[config.mk]
export PLATFORM = sky130hd
export DESIGN_NAME = rp_intx_collector
export DESIGN_NICKNAME = d
export VERILOG_FILES = /design/src/rtl/rpi_pkg.sv /design/src/rtl/rpi_event_fifo.sv /design/src/rtl/rpi_irq_ctrl.sv /design/src/rtl/rpi_ctrl_status.sv /design/src/rtl/rp_intx_collector.sv
export SDC_FILE = /design/constraint.sdc
export NUM_CORES = 1
export LEC_CHECK = 0
export ABC_AREA = 1
export ABC_CLOCK_PERIOD_IN_PS = 3530
export BUFFER_PORTS_ARGS = -buffer_cell sky130_fd_sc_hd__buf_4
export CAP_MARGIN = 20
export CORE_MARGIN = 5
export CORE_UTILIZATION = 34
export CTS_CLUSTER_DIAMETER = 30
export DETAILED_ROUTE_END_ITERATION = 8
export GPL_ROUTABILITY_DRIVEN = 1
export SLEW_MARGIN = 20
export SYNTH_ARGS = -nofsm -noshare
export SYNTH_HDL_FRONTEND = slang
export SYNTH_SLANG_ARGS = --single-unit
[constraint.sdc]
create_clock -name clk -period 3.53 [get_ports clk]
set_input_delay 0.1765 -clock clk [delete_from_list [all_inputs] [get_ports clk]]
set_output_delay 0.1765 -clock clk [all_outputs]
set_load 0.03 [all_outputs]
[src/rtl/rpi_pkg.sv]
package rpi_pkg;
  localparam logic [11:0] OFS_CAUSE = 12'h138;
  localparam logic [11:0] OFS_MASK  = 12'h13C;
  localparam logic [11:0] OFS_PHY   = 12'h144;
  localparam logic [11:0] OFS_CTRL  = 12'h148;
  localparam logic [11:0] OFS_WORD1 = 12'h158;
  localparam logic [11:0] OFS_WORD2 = 12'h15C;

  localparam int B_INTX   = 16;
  localparam int B_MSI    = 17;
  localparam int B_LINK   = 11;
  localparam int B_BRIDGE = 0;
  localparam int B_NEMPTY = 18;
  localparam int B_OVF    = 19;
  localparam int SH_LANE  = 27;
  localparam int SH_LEVEL = 29;
  localparam int SH_VALID = 31;
  localparam int LANE_W   = 2;

  typedef struct packed {
    logic [LANE_W-1:0] lane;
    logic              level;
  } intx_ev_t;

  function automatic logic [31:0] pack_word1(intx_ev_t ev);
    logic [31:0] w;
    w = '0;
    w[SH_VALID] = 1'b1;
    w[SH_LEVEL] = ev.level;
    w[SH_LANE +: LANE_W] = ev.lane;
    return w;
  endfunction

  function automatic logic [31:0] one_bit(int pos, logic v);
    logic [31:0] w;
    w = '0;
    w[pos] = v;
    return w;
  endfunction
endpackage

[src/rtl/rpi_event_fifo.sv]
module rpi_event_fifo
  import rpi_pkg::*;
#(
  parameter int DEPTH = 16,
  localparam int PTR_W = (DEPTH > 1) ? $clog2(DEPTH) : 1
) (
  input  logic             clk,
  input  logic             rst_n,
  input  logic             push,
  input  intx_ev_t         push_ev,
  input  logic             pop,
  output intx_ev_t         head_ev,
  output logic             nonempty,
  output logic             push_ok,
  output logic             push_drop,
  output logic [PTR_W-1:0] rd_ptr
);
  intx_ev_t         slots [DEPTH];
  logic [PTR_W-1:0] rp_q, wp_q;
  logic             full;

  function automatic logic [PTR_W-1:0] step(logic [PTR_W-1:0] p);
    return (p == PTR_W'(DEPTH - 1)) ? '0 : p + 1'b1;
  endfunction

  assign nonempty  = (rp_q != wp_q);
  assign full      = (step(wp_q) == rp_q);
  assign push_ok   = push && !full;
  assign push_drop = push && full;
  assign head_ev   = nonempty ? slots[rp_q] : '0;
  assign rd_ptr    = rp_q;

  always_ff @(posedge clk) begin
    if (!rst_n) begin
      rp_q <= '0;
      wp_q <= '0;
    end else begin
      if (push_ok) wp_q <= step(wp_q);
      if (pop && nonempty) rp_q <= step(rp_q);
    end
  end

  always_ff @(posedge clk) begin
    if (push_ok) slots[wp_q] <= push_ev;
  end
endmodule

[src/rtl/rpi_irq_ctrl.sv]
module rpi_irq_ctrl (
  input  logic        clk,
  input  logic        rst_n,
  input  logic        cause_wr,
  input  logic        cause_clr_intx,
  input  logic        mask_wr,
  input  logic [31:0] mask_wdata,
  input  logic        enq_ok,
  input  logic        fifo_nonempty,
  output logic        intx_q,
  output logic [31:0] mask_q,
  output logic        irq_o
);
  import rpi_pkg::*;
  logic intx_d;
  logic refresh;

  assign refresh = cause_wr || mask_wr || enq_ok;

  always_comb begin
    intx_d = intx_q;
    if (cause_wr && cause_clr_intx) intx_d = 1'b0;
    if (refresh && (fifo_nonempty || enq_ok)) intx_d = 1'b1;
  end

  always_ff @(posedge clk) begin
    if (!rst_n) begin
      intx_q <= 1'b0;
      mask_q <= '0;
    end else begin
      intx_q <= intx_d;
      if (mask_wr) mask_q <= mask_wdata;
    end
  end

  assign irq_o = |(one_bit(B_INTX, intx_q) & mask_q);
endmodule

[src/rtl/rpi_ctrl_status.sv]
module rpi_ctrl_status (
  input  logic clk,
  input  logic rst_n,
  input  logic ctrl_wr,
  input  logic wr_bridge,
  input  logic wr_ovf_clr,
  input  logic ev_drop,
  output logic bridge_q,
  output logic ovf_q
);
  always_ff @(posedge clk) begin
    if (!rst_n) begin
      bridge_q <= 1'b0;
      ovf_q    <= 1'b0;
    end else begin
      if (ctrl_wr) bridge_q <= wr_bridge;
      if (ev_drop) ovf_q <= 1'b1;
      else if (ctrl_wr && wr_ovf_clr) ovf_q <= 1'b0;
    end
  end
endmodule

[src/rtl/rp_intx_collector.sv]
module rp_intx_collector
  import rpi_pkg::*;
#(
  parameter int DEPTH = 16
) (
  input  logic        clk,
  input  logic        rst_n,
  input  logic        ev_valid,
  input  logic [1:0]  ev_lane,
  input  logic        ev_level,
  input  logic        link_up_i,
  input  logic        reg_wr,
  input  logic [11:0] reg_addr,
  input  logic [31:0] reg_wdata,
  output logic [31:0] reg_rdata,
  output logic        irq_o,
  output logic        bridge_en_o
);
  localparam int PTR_W = (DEPTH > 1) ? $clog2(DEPTH) : 1;

  intx_ev_t         in_ev, head_ev;
  logic             fifo_nonempty, enq_ok, ev_drop;
  logic [PTR_W-1:0] rd_ptr;
  logic             cause_wr, mask_wr, ctrl_wr, pop_req;
  logic             intx_q, ovf_q;
  logic [31:0]      mask_q;

  assign in_ev    = '{lane: ev_lane, level: ev_level};
  assign cause_wr = reg_wr && (reg_addr == OFS_CAUSE);
  assign mask_wr  = reg_wr && (reg_addr == OFS_MASK);
  assign ctrl_wr  = reg_wr && (reg_addr == OFS_CTRL);
  assign pop_req  = reg_wr && ((reg_addr == OFS_WORD1) || (reg_addr == OFS_WORD2));

  rpi_event_fifo #(.DEPTH(DEPTH)) i_fifo (
    .clk       (clk),
    .rst_n     (rst_n),
    .push      (ev_valid),
    .push_ev   (in_ev),
    .pop       (pop_req),
    .head_ev   (head_ev),
    .nonempty  (fifo_nonempty),
    .push_ok   (enq_ok),
    .push_drop (ev_drop),
    .rd_ptr    (rd_ptr)
  );

  rpi_irq_ctrl i_irq (
    .clk            (clk),
    .rst_n          (rst_n),
    .cause_wr       (cause_wr),
    .cause_clr_intx (reg_wdata[B_INTX]),
    .mask_wr        (mask_wr),
    .mask_wdata     (reg_wdata),
    .enq_ok         (enq_ok),
    .fifo_nonempty  (fifo_nonempty),
    .intx_q         (intx_q),
    .mask_q         (mask_q),
    .irq_o          (irq_o)
  );

  rpi_ctrl_status i_ctrl (
    .clk        (clk),
    .rst_n      (rst_n),
    .ctrl_wr    (ctrl_wr),
    .wr_bridge  (reg_wdata[B_BRIDGE]),
    .wr_ovf_clr (reg_wdata[B_OVF]),
    .ev_drop    (ev_drop),
    .bridge_q   (bridge_en_o),
    .ovf_q      (ovf_q)
  );

  always_comb begin
    unique case (reg_addr)
      OFS_CAUSE: reg_rdata = one_bit(B_INTX, intx_q) | one_bit(B_MSI, 1'b0);
      OFS_MASK:  reg_rdata = mask_q;
      OFS_PHY:   reg_rdata = one_bit(B_LINK, link_up_i);
      OFS_CTRL:  reg_rdata = one_bit(B_BRIDGE, bridge_en_o) | one_bit(B_NEMPTY, fifo_nonempty)
                           | one_bit(B_OVF, ovf_q);
      OFS_WORD1: reg_rdata = fifo_nonempty ? pack_word1(head_ev) : '0;
      OFS_WORD2: reg_rdata = '0;
      default:   reg_rdata = '0;
    endcase
  end
endmodule

==> run metrics <==
area of the multi-input gates=1826 sq um; CORE AREA=about 13000 sq um; commonest non-fill, non-tap cell in the layout=nand2_1; die height=126.0 microns; setup_tns=0 ns; placer congestion estimate=0.8645; Filler Cells Inserted=1390; io pins=between 80 and 90; ANT nets after route=0; number of instances in the placed design=about 820; sequential area share after synthesis=between 50% and 60%; WL met1=a little over 5 mm; antenna cells=0; Mapped Area=~4600 sq um; vias per cell=4.606; GRT overflow=0; MaxCap Viol Count=0; post-CTS setup buffer count=0; Total Wirelength=around 11 mm; cell accounting for the most synthesized area=edfxtp_1; fin cells=840; Clk pwr share=between 40% and 50%; routed via count=3869; GRT Resource Usage Total=14.62%; Final Hold Violating Endpoints=0; syn_nets=around 640; Tmin final=roughly 2.4 ns; Ys Warns=0; clk slew on worst S/H paths=around 0.070 ns; Yosys reg bits=95; clock insertion delay at the later pin of the skew report=about 0.34 ns; Worst-Margin Slew=between 0.6 and 0.7 ns; Yosys cell types=29; Final Max Tran Viols=0; CP endpoint kind=primary output; Layout Skew=~0.0055 ns; Post-CTS Resized=0; DRT iter0 DRCs=288; register share of total power=about 50%; Pleak=2.546 nW; FF-to-FF path depth=11; Power Total=2.431 mW; Req. time, crit path=3.35 ns; Placed Area=~5300 sq um; P_int=1.882 mW; first-pass GRT wire length=between 15 and 20 mm; final setup vio count=0; proportion of layout cells with a drive suffix above 1=18.83%; nets=717; CP Launch Type=flip-flop; Min-Delay Path Class=primary input to flip-flop; CTS H-tree lvls=3; critical path class=flip-flop to primary output; Critical Path AT=approximately 2.3 ns; WHS Path Cells=3; starting density of the core=about 35%; PwrDens=between 400 and 500 nW/um^2; WL/cell=~13 microns; Worst VDD drop=293.0 uV; Tcrit/Tclk final=between 60% and 70%; post-DP HPWL=roughly 8.3 mm; RSZ-0062 raised after global routing=false; clk sinks=95; number of global-route vias before repair=a little under 4000; die area=~16000 sq um; routed wl met2=~5.5 mm; DR pass1 iterations=4; row count=42; Root Driver=clkbuf_16; Rel. slew slack=a little over half; CTS Buf Count=9; drt drc=0; sw power=549.2 uW; final instance area=roughly 5600 sq um; Post-Syn Area per Cell=7.813 sq um; Max Fanout on Critical Path=25; Synth area leaders=edfxtp_1 (31%), dfxtp_1 (21%), nand2_1 (13%); register area=2382 sq um; Clock Path Buffers=2; Yosys top cell area share=between 30% and 40%; Die Width=126.0 microns; status=finished, final reports clean; CTS tree=yes; cells after synthesis=about 590; I/O Buffers=85; switch share=between 20% and 30%; most frequent cells in the layout=nand2_1 (159), nor2_1 (121), buf_4 (86); Max Used Layer=met4; area grow syn2layout=23.15%; initial antenna violation count=0; hold_buf cts=0; Logic pwr share=8.0%; met3 wire length=~600 microns; largest net degree at the start of global routing=65; Fmax=411.8 MHz
-- metal layers --
| layer | vias up | global-route usage [%] |
|---|---|---|
| met5 | - | 0 |
| met4 | 0 | 4.543 |
| met3 | 15 | 3.599 |
| met2 | 99 | 24.07 |
| met1 | 1774 | 19.00 |
| li1 | 1981 | - |
-- sequential cells by signal, indices dropped and copies added (netlist names), named ones only --
| signal | flops |
|---|---|
| i_irq.mask_q | 32 |
| i_fifo.rd_ptr | 4 |
| i_ctrl.ovf_q | 1 |
| i_ctrl.bridge_q | 1 |
| i_irq.intx_q | 1 |
| i_fifo.slots | 48 |
| i_fifo.wp_q | 4 |
-- power groups by stage --
stage / logic, mW / clock network (mW) / registers, mW
CTS: 0.196 / 1.08 / 1.19
global placement: 0.195 / 0 / 1.22
global route: 0.219 / 1.13 / 1.20
finish: 0.195 / 1.04 / 1.19
detailed placement: 0.196 / 0 / 1.22
floorplan: 0.115 / 0 / 1.21
-- worst paths after layout --
| kind | from | end | slack [ns] |
|---|---|---|---|
| setup / recovery | flip-flop | reg_rdata[28] | 1.10 |
| hold / removal | reg_wdata[8] | i_irq.mask_q[8] | 0.06 |
| setup reg to reg | i_fifo.wp_q[0] | i_fifo.slots[4][0] | 1.25 |
| hold reg to reg | i_ctrl.ovf_q | i_ctrl.ovf_q | 0.51 |
-- critical path: stages, from the launching register on --
cell	delay [ns]
dfxtp_1	0.30
buf_4	0.21
inv_1	0.54
nand2_1	0.12
nand3_1	0.12
nand3_1	0.09
nand3_1	0.10
nand3_1	0.11
o21ai_1	0.11
buf_4	0.19
-- cell usage after synthesis, drive strengths merged --
library cell	n
dfxtp	47
nand3	65
nand2	170
buf	16
o21ai	11
nor2	129
a21oi	4
ha	6
xnor2	1
xor2	4
clkbuf	8
a21boi	1
nand4	4
edfxtp	48
inv	64
nor3	6
o22ai	2
-- cell families (layout without fill, tap and decap cells) --
kind of cell	count (synthesis)	count (layout)	share of synthesized area (%)
XOR/XNOR	5	5	0.9565
adder cells (fa/ha/maj)	6	6	1.640
buffers and inverters	88	166	8.144
AND/OR/NAND/NOR	374	374	35.15
flip-flops	95	95	52.04
AO/OA/AOI/OAI	18	18	2.077
-- through the flow --
stage	utilization, %	hold WS (ns)	setup WS, ns
3_5_place_dp	40.11	0.4057	1.211
4_1_cts	42.55	0.04478	1.042
2_1_floorplan	-	0.2754	1.547
3_3_place_gp	40.11	0.3973	1.219
5_1_grt	42.57	0.04963	0.8767
6_report	42.57	0.05660	1.101
-- cell type report --
type	count	area share (%)
flip-flops and latches	95	42.25
multi-input cells	403	32.38
repair buffers	86	11.45
inverters	64	4.261
clock buffers	10	4.061
well taps	176	3.906
clock inverters	6	1.687
Note: power is estimated with default switching activity, not from simulation.
